[config.mk]
export PLATFORM = sky130hd
export DESIGN_NAME = pix_unpack
export DESIGN_NICKNAME = d
export VERILOG_FILES = /design/src/rtl/pix_unpack_pkg.sv /design/src/rtl/pix_fmt_decode.sv /design/src/rtl/pix_word_seq.sv /design/src/rtl/pix_extract.sv /design/src/rtl/pix_color_expand.sv /design/src/rtl/pix_unpack.sv
export SDC_FILE = /design/constraint.sdc
export NUM_CORES = 1
export LEC_CHECK = 0
export BUFFER_PORTS_ARGS = -buffer_cell sky130_fd_sc_hd__buf_2
export CORE_MARGIN = 8
export CORE_UTILIZATION = 40
export DETAILED_ROUTE_END_ITERATION = 7
export PLACE_DENSITY = 0.74
export SLEW_MARGIN = 20
export SYNTH_ARGS = -nofsm -noshare
export SYNTH_HDL_FRONTEND = slang
export SYNTH_HIERARCHICAL = 1
export SYNTH_SLANG_ARGS = --single-unit
export TNS_END_PERCENT = 50
[constraint.sdc]
create_clock -name clk -period 4.65 [get_ports clk]
set_clock_uncertainty 0.2 [all_clocks]
set_input_delay 0.93 -clock clk [delete_from_list [all_inputs] [get_ports clk]]
set_output_delay 0.93 -clock clk [all_outputs]
set_load 0.02 [all_outputs]
[src/rtl/pix_unpack_pkg.sv]
package pix_unpack_pkg;

  localparam int WORD_W  = 32;
  localparam int BYTES_W = WORD_W / 8;
  localparam int CNT_W   = $clog2(WORD_W);

  typedef enum logic [2:0] {
    LAY_PAL  = 3'd0,
    LAY_1555 = 3'd1,
    LAY_565  = 3'd2,
    LAY_444  = 3'd3,
    LAY_888  = 3'd4
  } layout_e;

  // Per-word unpack settings, captured with the word.
  typedef struct packed {
    logic [2:0] wlog;     // log2 of container width in bits
    layout_e    layout;
    logic       swap;     // red takes the high component
    logic       be_byte;
    logic       be_pix;
  } pix_cfg_t;

endpackage

[src/rtl/pix_fmt_decode.sv]
module pix_fmt_decode
  import pix_unpack_pkg::*;
#(
  parameter bit LATER = 1'b0
) (
  input  logic [2:0] fmt,
  input  logic       bgr,
  input  logic       be_byte,
  input  logic       be_pix,
  input  logic [1:0] mux,
  output pix_cfg_t   cfg
);

  generate
    if (LATER) begin : g_later
      always_comb begin
        cfg.be_byte = be_byte;
        cfg.be_pix  = be_pix;
        cfg.swap    = bgr;
        cfg.wlog    = fmt;
        cfg.layout  = LAY_PAL;
        case (fmt)
          3'd4:    begin cfg.wlog = 3'd4; cfg.layout = LAY_1555; end
          3'd5:    begin cfg.wlog = 3'd5; cfg.layout = LAY_888;  end
          3'd6:    begin cfg.wlog = 3'd4; cfg.layout = LAY_565;  end
          3'd7:    begin cfg.wlog = 3'd4; cfg.layout = LAY_444;  end
          default: ;
        endcase
      end
    end else begin : g_base
      always_comb begin
        cfg.be_byte = be_byte;
        cfg.be_pix  = be_pix;
        cfg.swap    = bgr;
        cfg.wlog    = fmt;
        cfg.layout  = LAY_PAL;
        case (fmt)
          3'd0, 3'd1, 3'd2, 3'd3: ;
          3'd5: begin cfg.wlog = 3'd5; cfg.layout = LAY_888; end
          default: begin
            cfg.wlog = 3'd4;
            case (mux)
              2'd1:    cfg.layout = LAY_1555;
              2'd3:    begin cfg.layout = LAY_565; cfg.swap = 1'b1; end
              default: cfg.layout = LAY_565;
            endcase
          end
        endcase
      end
    end
  endgenerate

endmodule

[src/rtl/pix_word_seq.sv]
module pix_word_seq
  import pix_unpack_pkg::*;
(
  input  logic              clk,
  input  logic              rst_n,
  input  logic              in_valid,
  input  logic [WORD_W-1:0] in_data,
  input  pix_cfg_t          cfg_in,
  output logic              in_ready,
  output logic              busy,
  output logic [WORD_W-1:0] word_q,
  output pix_cfg_t          cfg_q,
  output logic [CNT_W-1:0]  cnt_q
);

  logic             busy_q, busy_d;
  logic [CNT_W-1:0] cnt_d;
  logic [CNT_W-1:0] last_idx;
  logic             last;
  logic             take;

  always_comb begin
    last_idx = CNT_W'((WORD_W >> cfg_q.wlog) - 1);
    last     = busy_q && (cnt_q == last_idx);
    in_ready = !busy_q || last;
    take     = in_valid && in_ready;
  end

  always_comb begin
    busy_d = busy_q;
    cnt_d  = cnt_q;
    if (take) begin
      busy_d = 1'b1;
      cnt_d  = '0;
    end else if (busy_q) begin
      if (last) busy_d = 1'b0;
      else      cnt_d  = cnt_q + 1'b1;
    end
  end

  always_ff @(posedge clk or negedge rst_n) begin
    if (!rst_n) begin
      busy_q <= 1'b0;
      cnt_q  <= '0;
    end else begin
      busy_q <= busy_d;
      cnt_q  <= cnt_d;
    end
  end

  // Data holding registers: no reset, explicit load enable.
  always_ff @(posedge clk) begin
    if (take) begin
      word_q <= in_data;
      cfg_q  <= cfg_in;
    end
  end

  assign busy = busy_q;

  assert_accept_starts_R1: assert property (@(posedge clk) disable iff (!rst_n)
    (in_valid && in_ready) |=> busy);

  assert_hold_stable_R13: assert property (@(posedge clk) disable iff (!rst_n)
    (busy && !in_ready) |=> ($stable(word_q) && $stable(cfg_q)));

  assert_cnt_range_R2: assert property (@(posedge clk) disable iff (!rst_n)
    busy |-> (cnt_q <= last_idx));

endmodule

[src/rtl/pix_extract.sv]
module pix_extract
  import pix_unpack_pkg::*;
(
  input  logic [WORD_W-1:0] word,
  input  pix_cfg_t          cfg,
  input  logic [CNT_W-1:0]  idx,
  output logic [23:0]       raw
);

  logic [WORD_W-1:0] swapped;
  logic [WORD_W-1:0] src;
  logic [CNT_W-1:0]  sub_mask;
  logic [CNT_W-1:0]  slot;
  logic [9:0]        shamt;
  logic [5:0]        pwidth;
  logic [WORD_W-1:0] mask;

  generate
    for (genvar b = 0; b < BYTES_W; b++) begin : g_bswap
      assign swapped[b*8 +: 8] = word[(BYTES_W-1-b)*8 +: 8];
    end
  endgenerate

  always_comb begin
    src      = cfg.be_byte ? swapped : word;
    sub_mask = (cfg.wlog < 3'd3) ? CNT_W'((8 >> cfg.wlog) - 1) : '0;
    slot     = (cfg.be_pix && !cfg.be_byte) ? (idx ^ sub_mask) : idx;
    shamt    = 10'(slot) << cfg.wlog;
    pwidth   = 6'd1 << cfg.wlog;
    mask     = ~({WORD_W{1'b1}} << pwidth);
    raw      = 24'((src >> shamt) & mask);
  end

endmodule

[src/rtl/pix_color_expand.sv]
module pix_color_expand
  import pix_unpack_pkg::*;
(
  input  logic [23:0] raw,
  input  layout_e     layout,
  input  logic        swap,
  output logic [7:0]  idx,
  output logic [7:0]  r,
  output logic [7:0]  g,
  output logic [7:0]  b
);

  logic [7:0] c_lo, c_mid, c_hi;

  always_comb begin
    idx   = 8'd0;
    c_lo  = 8'd0;
    c_mid = 8'd0;
    c_hi  = 8'd0;
    case (layout)
      LAY_PAL:  idx = raw[7:0];
      LAY_1555: begin
        c_lo  = {raw[4:0],   raw[4:2]};
        c_mid = {raw[9:5],   raw[9:7]};
        c_hi  = {raw[14:10], raw[14:12]};
      end
      LAY_565: begin
        c_lo  = {raw[4:0],   raw[4:2]};
        c_mid = {raw[10:5],  raw[10:9]};
        c_hi  = {raw[15:11], raw[15:13]};
      end
      LAY_444: begin
        c_lo  = {raw[3:0],  raw[3:0]};
        c_mid = {raw[7:4],  raw[7:4]};
        c_hi  = {raw[11:8], raw[11:8]};
      end
      default: begin
        c_lo  = raw[7:0];
        c_mid = raw[15:8];
        c_hi  = raw[23:16];
      end
    endcase
    r = swap ? c_hi : c_lo;
    g = c_mid;
    b = swap ? c_lo : c_hi;
  end

endmodule

[src/rtl/pix_unpack.sv]
module pix_unpack
  import pix_unpack_pkg::*;
#(
  parameter bit LATER_VARIANT = 1'b0,
  parameter int COLS_W        = 12
) (
  input  logic              clk,
  input  logic              rst_n,
  input  logic [2:0]        fmt_code,
  input  logic              swap_rb,
  input  logic              be_byte,
  input  logic              be_pixel,
  input  logic [1:0]        mux_sel,
  input  logic [COLS_W-1:0] panel_cols,
  output logic [COLS_W+1:0] line_bytes,
  input  logic [31:0]       word_in,
  input  logic              word_valid,
  output logic              word_ready,
  output logic              pix_valid,
  output logic [7:0]        pix_index,
  output logic [7:0]        pix_r,
  output logic [7:0]        pix_g,
  output logic [7:0]        pix_b
);

  localparam int LB_W = COLS_W + 2;

  // Asynchronous assert, synchronous release.
  logic [1:0] rst_sync_q;
  logic       rst_int_n;

  always_ff @(posedge clk or negedge rst_n) begin
    if (!rst_n) rst_sync_q <= 2'b00;
    else        rst_sync_q <= {rst_sync_q[0], 1'b1};
  end
  assign rst_int_n = rst_sync_q[1];

  pix_cfg_t          cfg_in, cfg_q;
  logic [WORD_W-1:0] word_q;
  logic [CNT_W-1:0]  cnt_q;
  logic [23:0]       raw;

  pix_fmt_decode #(.LATER(LATER_VARIANT)) u_dec (
    .fmt     (fmt_code),
    .bgr     (swap_rb),
    .be_byte (be_byte),
    .be_pix  (be_pixel),
    .mux     (mux_sel),
    .cfg     (cfg_in)
  );

  pix_word_seq u_seq (
    .clk      (clk),
    .rst_n    (rst_int_n),
    .in_valid (word_valid),
    .in_data  (word_in),
    .cfg_in   (cfg_in),
    .in_ready (word_ready),
    .busy     (pix_valid),
    .word_q   (word_q),
    .cfg_q    (cfg_q),
    .cnt_q    (cnt_q)
  );

  pix_extract u_ext (
    .word (word_q),
    .cfg  (cfg_q),
    .idx  (cnt_q),
    .raw  (raw)
  );

  pix_color_expand u_col (
    .raw    (raw),
    .layout (cfg_q.layout),
    .swap   (cfg_q.swap),
    .idx    (pix_index),
    .r      (pix_r),
    .g      (pix_g),
    .b      (pix_b)
  );

  always_comb begin
    case (fmt_code)
      3'd0:    line_bytes = LB_W'(panel_cols >> 3);
      3'd1:    line_bytes = LB_W'(panel_cols >> 2);
      3'd2:    line_bytes = LB_W'(panel_cols >> 1);
      3'd3:    line_bytes = LB_W'(panel_cols);
      3'd5:    line_bytes = LB_W'(panel_cols) << 2;
      default: line_bytes = LB_W'(panel_cols) << 1;
    endcase
  end

  assert_pal_no_rgb_R6: assert property (@(posedge clk) disable iff (!rst_int_n)
    (pix_valid && cfg_q.layout == LAY_PAL) |-> (pix_r == 8'd0 && pix_g == 8'd0 && pix_b == 8'd0));

  assert_direct_no_idx_R7: assert property (@(posedge clk) disable iff (!rst_int_n)
    (pix_valid && cfg_q.layout != LAY_PAL) |-> (pix_index == 8'd0));

endmodule

==> metrics, run 1 <==
Post-Synthesis Net Count 721; Power Density 411 nW/um2; WHS Path Cells 0; total number of vias 6298; IO Pins 103; Cell Chain, Critical Path buf_4 > inv_4 > ha_4 > nand3b_1 > or4_4 > a31oi_2 > buf_6 > nor2_1 > a32oi_1 > a21oi_2 > a2111oi_4 > mux2i_1 > a211oi_2 > buf_4 > a2bb2oi_2 > buf_6; worst r2r src u_seq/cfg_q[7]$_DFFE_PP_; final wirelength 20100 um; # H-tree levels 2; crit-path max cell delay 0.48 ns; xor-xnor portion of the synthesized cell area 1.98%; FF-to-FF End u_seq/word_q[17]$_DFFE_PP_; adder-cell share of the synthesized area 1.63%; Mapped Area 6140 um2; RSZ-0062 raised after global routing yes; Longest Clk Path Bufs 2; vias in the first global route 6035; initial antenna violation count 0; crit path max fanout 8; Final Power 0.00356 W; gpl congestion 0.945; setup violators final 26; gr usage total 19.1%; top cell type's share of synthesized area 20.0%; Post-synth EDFFs 41; proportion of synthesized area in mux cells 25.3%; r2r setup slk 1.27 ns; worst hold path startpoint rst_sync_q[0]$_DFF_PN0_; combinational family with the most area after synthesis multiplexers; Core Rows 45; critical path's slowest cell or4_4; Die Ht 140 um; Crit path depth 16; Final Hold Viols 0; Slew Viols, Final 0; pin count of the biggest net entering global routing 43; Post-synth top flop edfxtp_1; Final nets 922; gr ovfl total 0; Startpoint Class flop; status complete, but fails checks; post-synth top area cell edfxtp_1; layout cell share with drive strength beyond 1 50.3%; Port Buf Inserts 102; post-DP HPWL 14800 um; Syn Area/Cell 9.33 um2; required time of the critical path 3.52 ns; wire per inst 19.2 um; Total Die Area 19600 um2; post-synthesis compound-gate area fraction 21.5%; via/cell ratio 6.01; Die W 140 um; Slew @ Worst Pin 1.09 ns; FFs w/ async S/R, synth 16.3%; Simple-Gate Fraction of Synth Area 19.3%; core box area 15100 um2; initial DRC count 536; Rel. slew slack 27.3%; area delta synth->final 41.2%; CP endpoint kind output port; crit share post-route 109%; Crit Path Class flop to output port; clk sink count 49; Worst-Skew Late Latency 0.29 ns; #FFs+latches synth 49; CP arrival 3.95 ns; clock slew at reported path FFs 0.06 ns; Inserted Clock Buffers 5; max cap viols 0; Max Freq 197 MHz; setup tns final -7.38 ns; Max VDD drop 240 uV; part of the Yosys area used for sequential elements 23.3%; CP delay by family, top compound AO/OA/AOI/OAI gates; min Tclk post-route 5.08 ns; LEAKAGE 3.53 nW; worst path bufs/invs 5; top cells by area, synth edfxtp_1, mux4_2, mux2i_1, nand2_1, dfrtp_1; WHS 0.156 ns; post-route setup slack -0.429 ns; Pre-Repair DR Iteration Count 5; Synth Instances 658; Hold Path Class flop to flop; Syn. warnings 6; n_diodes 0; Initial Util 40.7%; Detail Route Antenna Nets 0; Yosys cell types 89; first-pass GRT wire length 31100 um; root buf cell clkbuf_16; drt drc 0; Endpoint, Worst Hold rst_sync_q[1]$_DFF_PN0_; CTS tree done; failing checks negative setup slack; R2R cell count 8
-- repair_timing --
action                                  CTS  global route
hold endpoints to repair                  6             0
buffers inserted                         10            16
hold buffers                              1             0
gates resized for setup                  57            94
pin swaps                                16            32
cloned                                    0             1
endpoints found under the setup margin   30            32
-- logic make-up after synthesis --
family,after synthesis
AND/OR/NAND/NOR,223
AO/OA/AOI/OAI,179
multiplexers,110
buffers and inverters,75
flip-flops,49
XOR/XNOR,13
adder cells (fa/ha/maj),8
other,1
-- per-stage QoR --
stage	util (%)	setup slack, ns	cell area, um2	std cells
finish	57.5	-0.429	8670	1048
global route	57.5	-0.593	8670	1048
CTS	53.7	-0.382	8100	1034
detailed placement	50.4	-0.226	7610	1015
global placement	50.4	-0.142	7610	1015
floorplan	-	0.0116	6250	658
-- cells in the final DEF (no fill, tap or decap), drive strengths merged, types with 5 or more instances in the layout --
master   instances
buf            251
nand2           68
mux2i           58
edfxtp          41
a21oi           39
nor2            34
mux4            33
o21ai           23
nor3            20
mux2            19
nand3           18
and2            17
inv             16
a22oi           14
nor2b           13
nand2b          11
a32oi           11
o22ai           11
a221oi           9
a211oi           9
dfrtp            8
xnor2            8
ha               8
nand3b           7
clkbuf           7
a31oi            7
or3              6
a21o             6
o221ai           5
nand4            5
a2bb2oi          5
xor2             5
-- registers in the layout (all words and copies together) (netlist names) --
register and count:
u_seq/cnt_q 5, rst_sync_q 2, u_seq/cfg_q 9, u_seq/word_q 32, u_seq/busy 1
-- Yosys cell counts (4+ instances only) --
cell       count
a211oi_1       6
a21o_1         6
a21oi_1       39
a221oi_1       6
a22oi_1       13
a2bb2oi_1      5
a31oi_1        6
a32oi_1       10
and2_1        16
and4bb_2       4
buf_2         23
buf_4         11
buf_6          6
clkbuf_1      15
dfrtp_1        8
edfxtp_1      41
ha_1           8
inv_1         15
mux2_2        17
mux2i_1       58
mux4_2        31
nand2_1       68
nand2b_1      11
nand3_1       18
nand3b_1       7
nand4_1        5
nor2_1        34
nor2b_1       12
nor3_1        19
o21ai_0       21
o221ai_1       5
o22ai_1       10
o32ai_1        4
or3_1          6
xnor2_1        7
xor2_1         5
-- report_power, final --
group	switching, W	internal, W	leakage (nW)
clock network	0.000153	0.000252	0.0785
logic	0.00132	0.00118	2.99
registers	0.000107	0.000556	0.464
-- worst max path at each step --
| stage | from | to | slack (ns) |
|---|---|---|---|
| after floorplan | u_seq/cfg_q[8]$_DFFE_PP_ | pix_b[4] | 0.01 |
| after global placement | u_seq/cfg_q[7]$_DFFE_PP_ | pix_r[5] | -0.14 |
| after CTS | u_seq/cfg_q[7]$_DFFE_PP_ | pix_b[4] | -0.38 |
| final | u_seq/cfg_q[7]$_DFFE_PP_ | pix_b[4] | -0.43 |
| after global routing | u_seq/cfg_q[7]$_DFFE_PP_ | pix_b[4] | -0.59 |
| after detailed placement | u_seq/cfg_q[7]$_DFFE_PP_ | pix_b[5] | -0.23 |
-- area by class of cell --
class	instances	area (um2)
inverter	16	62.6
clock inverter	2	33.8
sequential	49	1430
tap	188	235
clock buffer	6	129
fill	1282	6410
multi-input combinational	534	4970
timing repair buffer	253	1810
-- layer usage --
| layer | global-route usage (%) | wire length (um) | vias up |
|---|---|---|---|
| met2 | 31.7 | 9710 | 250 |
| met1 | 24.7 | 8790 | 3036 |
| met4 | 6.46 | 540 | 0 |
| li1 | - | - | 2970 |
| met3 | 2.96 | 1100 | 42 |
| met5 | 0 | 0 | - |
Note: power is estimated with default switching activity, not from simulation.
==> inputs of run 2 (changes only) <==
--- a/config.mk
+++ b/config.mk
@@ -10,6 +10,7 @@
 export CORE_UTILIZATION = 40
 export DETAILED_ROUTE_END_ITERATION = 7
 export PLACE_DENSITY = 0.74
+export RECOVER_POWER = 50
 export SLEW_MARGIN = 20
 export SYNTH_ARGS = -nofsm -noshare
 export SYNTH_HDL_FRONTEND = slang
==> metrics, run 2 (synthesis results as in run 1) <==
Endpoint, Worst Hold rst_sync_q[1]$_DFF_PN0_; # H-tree levels 2; Die W 140 um; core box area 15100 um2; Power Density 411 nW/um2; Die Ht 140 um; min Tclk post-route 5.07 ns; Final nets 922; Core Rows 45; FF-to-FF End u_seq/word_q[17]$_DFFE_PP_; r2r setup slk 1.00 ns; LEAKAGE 3.52 nW; failing checks max-capacitance violations, max-slew violations, negative setup slack; Max VDD drop 240 uV; commonest non-fill, non-tap cell in the layout buf_4; n_diodes 0; Total Die Area 19600 um2; Sequential Power Share 18.6%; required time of the critical path 3.52 ns; max cap viols 1; Longest Clk Path Bufs 2; Rel. slew slack -9.85%; initial DRC count 495; post-DP HPWL 14800 um; Worst-Skew Late Latency 0.29 ns; gpl congestion 0.945; drt drc 0; Pint 0.00199 W; placed instance count 1015; area delta synth->final 41.1%; R2R cell count 8; Port Buf Inserts 102; non-filler cells, final 1048; Cell Chain, Critical Path buf_4 > inv_4 > ha_4 > nand3b_1 > or4_4 > a31oi_2 > buf_6 > nor2_1 > a32oi_1 > a21oi_2 > a2111oi_4 > mux2i_1 > a211oi_2 > buf_4 > a2bb2oi_2 > buf_6; first-pass GRT wire length 31100 um; total number of vias 6305; final wirelength 20200 um; CP endpoint kind output port; Largest register FFs 32; clk sink count 49; Pre-Repair DR Iteration Count 5; Sw Ratio 44.3%; layout cell share with drive strength beyond 1 49.9%; biggest regs u_seq/word_q x32, u_seq/cfg_q x9, u_seq/cnt_q x5; Hold Path Class flop to flop; Combinational Power Share 70.0%; RSZ-0062 raised after global routing yes; Max Freq 197 MHz; Initial Util 40.7%; clock slew at reported path FFs 0.06 ns; gr usage total 19.1%; worst hold path startpoint rst_sync_q[0]$_DFF_PN0_; FF+latch area 1430 um2; most flop-heavy register u_seq/word_q; worst path bufs/invs 5; CP delay by family, top compound AO/OA/AOI/OAI gates; crit-path max cell delay 0.48 ns; IO Pins 103; NetSw 0.00158 W; wire per inst 19.2 um; Detail Route Antenna Nets 0; WHS Path Cells 0; vias in the first global route 6035; crit path max fanout 8; crit share post-route 109%; FILL cells 1284; setup violators final 26; WHS 0.156 ns; initial antenna violation count 0; Slew @ Worst Pin 1.65 ns; Util after Layout 57.4%; root buf cell clkbuf_16; gr ovfl total 0; Crit Path Class flop to output port; most frequent cells in the layout buf_4, buf_2, nand2_1; area of the multi-input gates 4970 um2; CP arrival 3.94 ns; pin count of the biggest net entering global routing 43; Startpoint Class flop; post-route setup slack -0.421 ns; Final Hold Viols 0; critical path's slowest cell or4_4; Inserted Clock Buffers 5; CTS tree done; status complete, but fails checks; Clock power frac 11.4%; worst r2r src u_seq/cfg_q[7]$_DFFE_PP_; Slew Viols, Final 43; via/cell ratio 6.02
[run 2: changes by cell type in the layout (fill, tap and decap cells not counted), sizes merged]
cell / before / now
buf: 251 / 247
clkbuf: 7 / 11
[run 2: worst max path at each step]
stage | start | endpoint | slack [ns] | cells after the start
2_1_floorplan | u_seq/cfg_q[8]$_DFFE_PP_ | pix_b[4] | 0.01 | 14
3_3_place_gp | u_seq/cfg_q[7]$_DFFE_PP_ | pix_r[5] | -0.14 | 16
3_5_place_dp | u_seq/cfg_q[7]$_DFFE_PP_ | pix_b[5] | -0.23 | 16
4_1_cts | u_seq/cfg_q[7]$_DFFE_PP_ | pix_b[4] | -0.38 | 16
5_1_grt | u_seq/cfg_q[7]$_DFFE_PP_ | pix_b[4] | -0.59 | 16
6_report | u_seq/cfg_q[7]$_DFFE_PP_ | pix_b[4] | -0.42 | 16
[run 2: power groups by stage]
stage	Combinational, W	Sequential (W)	Clock [W]
detailed placement	0.00200	0.000667	0
CTS	0.00215	0.000659	0.000414
finish	0.00249	0.000663	0.000405
global placement	0.00198	0.000662	0
floorplan	0.00129	0.000625	0
global route	0.00265	0.000672	0.000428
[run 2: metal layers]
| metal | track usage, % | up-vias | routed length, um |
|---|---|---|---|
| li1 | - | 2969 | - |
| met1 | 24.7 | 3045 | 8790 |
| met2 | 31.7 | 253 | 9740 |
| met3 | 2.96 | 38 | 1140 |
| met4 | 6.46 | 0 | 492 |
| met5 | 0 | - | 0 |
[run 2: what timing repair did]
item,4_1_cts,5_1_grt
endpoints found under the setup margin,30,32
resized for setup,57,94
setup buffers,10,16
hold buffers,1,0
cloned,0,1
endpoints found under the hold margin,6,0
pin swaps,16,32
[run 2: area by class of cell]
cell class / count / share of cell area, %
Sequential cell: 49 / 16.5
Clock inverter: 2 / 0.390
Timing Repair Buffer: 253 / 20.8
Multi-Input combinational cell: 534 / 57.3
Clock buffer: 6 / 1.49
Tap cell: 188 / 2.71
Inverter: 16 / 0.722
[run 2: per-stage QoR]
| step | instance area, um2 | power [W] | TNS, ns | setup WS, ns |
|---|---|---|---|---|
| after global routing | 8670 | 0.00375 | -12.17 | -0.593 |
| after floorplan | 6250 | 0.00191 | 0 | 0.0116 |
| after detailed placement | 7610 | 0.00267 | -1.83 | -0.226 |
| final | 8670 | 0.00356 | -7.19 | -0.421 |
| after CTS | 8100 | 0.00322 | -6.29 | -0.382 |
| after global placement | 7610 | 0.00265 | -0.839 | -0.142 |
==> inputs of run 3 (changes only) <==
--- a/config.mk
+++ b/config.mk
@@ -9,6 +9,7 @@
 export CORE_MARGIN = 8
 export CORE_UTILIZATION = 40
 export DETAILED_ROUTE_END_ITERATION = 7
+export GPL_TIMING_DRIVEN = 0
 export PLACE_DENSITY = 0.74
 export RECOVER_POWER = 50
 export SLEW_MARGIN = 20
==> metrics, run 3 (synthesis results as in run 1) <==
vias in the first global route 6366; final wirelength 21900 um; most frequent cells in the layout buf_2, buf_4, nand2_1; pin count of the biggest net entering global routing 42; Endpoint, Worst Hold rst_sync_q[1]$_DFF_PN0_; Inserted Clock Buffers 5; Initial Util 40.7%; RSZ-0062 raised after global routing yes; CTS tree done; Longest Clk Path Bufs 2; Port Buf Inserts 100; total number of vias 6600; Crit Path Class flop to output port; LEAKAGE 3.43 nW; Rel. slew slack 37.0%; WHS Path Cells 0; gr ovfl total 0; CP delay by family, top compound AO/OA/AOI/OAI gates; crit path max fanout 5; Power Density 411 nW/um2; most flop-heavy register u_seq/word_q; biggest regs u_seq/word_q x32, u_seq/cfg_q x9, u_seq/cnt_q x5; Placed Area 6990 um2; r2r setup slk 0.89 ns; post-DP HPWL 14500 um; Crit path top cell by count buf_6; core box area 15100 um2; Detail Route Antenna Nets 0; via/cell ratio 6.40; Crit path depth 16; critical path's slowest cell edfxtp_1; Hold Path Class flop to flop; R2R cell count 10; Final nets 905; area of the multi-input gates 5340 um2; initial antenna violation count 0; Cell Chain, Critical Path buf_6 > ha_4 > nor4b_4 > buf_6 > xnor2_4 > nand2_2 > a32oi_4 > buf_6 > mux2i_4 > mux2i_4 > a22oi_2 > a21oi_4 > mux2_4 > a221oi_4 > a22oi_2 > buf_6; min Tclk post-route 5.16 ns; Total Die Area 19600 um2; crit share post-route 111%; Pre-Repair DR Iteration Count 5; status complete, but fails checks; max cap viols 0; FILL cells 1165; worst r2r src u_seq/cfg_q[7]$_DFFE_PP_; Worst-Skew Late Latency 0.29 ns; Slew Viols, Final 0; FF+latch area 1430 um2; CP arrival 4.03 ns; crit-path max cell delay 0.51 ns; Max VDD drop 248 uV; Final Hold Viols 0; wire per inst 21.3 um; Core Rows 45; post-route setup slack -0.510 ns; initial DRC count 666; clk sink count 49; Max Freq 194 MHz; FF-to-FF End u_seq/word_q[11]$_DFFE_PP_; worst path bufs/invs 4; first-pass GRT wire length 33200 um; setup violators final 32; Largest register FFs 32; failing checks negative setup slack; # H-tree levels 2; root buf cell clkbuf_16; layout cell share with drive strength beyond 1 49.8%; Die Ht 140 um; gpl congestion 0.993; drt drc 0; commonest non-fill, non-tap cell in the layout buf_2; CP endpoint kind output port; gr usage total 20.4%; setup tns final -11.75 ns; worst hold path startpoint rst_sync_q[0]$_DFF_PN0_; Die W 140 um; area delta synth->final 46.4%; Slew @ Worst Pin 0.945 ns; clock slew at reported path FFs 0.06 ns; Startpoint Class flop; required time of the critical path 3.52 ns; IO Pins 103; final instance area 8990 um2; n_diodes 0
run 3: cell count changes in the layout (fill, tap and decap cells not counted), moves of 5 or more:
cell | previous run | this run
and2_4 | 2 | 7
mux2i_4 | 4 | 16
clkbuf_1 | 5 | 19
mux2i_1 | 41 | 33
buf_6 | 17 | 43
buf_2 | 83 | 92
mux2_2 | 16 | 11
buf_4 | 143 | 68
run 3: per-stage QoR:
stage / power (W) / std cells / utilization [%] / hold WS (ns) / setup slack (ns)
2_1_floorplan: 0.00191 / 658 / - / -0.132 / 0.0116
3_3_place_gp: 0.00234 / 946 / 46.3 / -0.103 / -0.981
3_5_place_dp: 0.00235 / 946 / 46.3 / -0.101 / -0.986
4_1_cts: 0.00332 / 1011 / 56.4 / 0.158 / -0.459
5_1_grt: 0.00385 / 1031 / 59.6 / 0.170 / -0.639
6_report: 0.00370 / 1031 / 59.6 / 0.154 / -0.510
run 3: worst max-delay path by stage:
stage	start	end
2_1_floorplan	u_seq/cfg_q[8]$_DFFE_PP_	pix_b[4]
3_3_place_gp	u_seq/cfg_q[8]$_DFFE_PP_	pix_g[6]
3_5_place_dp	u_seq/cfg_q[7]$_DFFE_PP_	pix_g[6]
4_1_cts	u_seq/cfg_q[7]$_DFFE_PP_	pix_b[4]
5_1_grt	u_seq/cfg_q[7]$_DFFE_PP_	pix_b[4]
6_report	u_seq/cfg_q[7]$_DFFE_PP_	pix_b[7]
run 3: area by class of cell:
cell class	count	area share, %
multi-input combinational	534	59.4
sequential	49	15.9
timing repair buffer	177	14.4
buffer	59	5.21
tap	188	2.62
clock buffer	7	1.48
inverter	16	0.835
clock inverter	1	0.0835
run 3: per-layer routing:
layer | GRT usage, % | share of wire (%) | vias to the layer above
li1 | - | - | 2943
met1 | 26.0 | 41 | 3232
met2 | 33.7 | 47 | 342
met3 | 2.99 | 6.8 | 83
met4 | 9.14 | 4.6 | 0
met5 | 0 | 0 | -
run 3: worst register-to-register path, delay by kind of cell, from the launching register on:
kind	cells	cell delay (ns)
AO/OA/AOI/OAI	2	0.44
XOR/XNOR	1	0.16
flip-flops	1	0.49
buffers and inverters	5	0.89
AND/OR/NAND/NOR	1	0.84
adder cells (fa/ha/maj)	1	0.34
run 3: report_power, final:
part,total (W),leakage (nW),internal [W],switching [W]
Clock,0.000355,0.0641,0.000200,0.000155
Sequential,0.000657,0.463,0.000556,0.000101
Combinational,0.00268,2.91,0.00122,0.00146
Total,0.00370,3.43,0.00198,0.00172
run 3: what timing repair did:
action / in CTS / in global routing
endpoints found under the hold margin: 6 / 0
buffers inserted: 53 / 19
resized for setup: 197 / 67
hold buffers: 1 / 0
gates cloned: 3 / 1
setup endpoints to repair: 32 / 32
pin swaps: 39 / 37
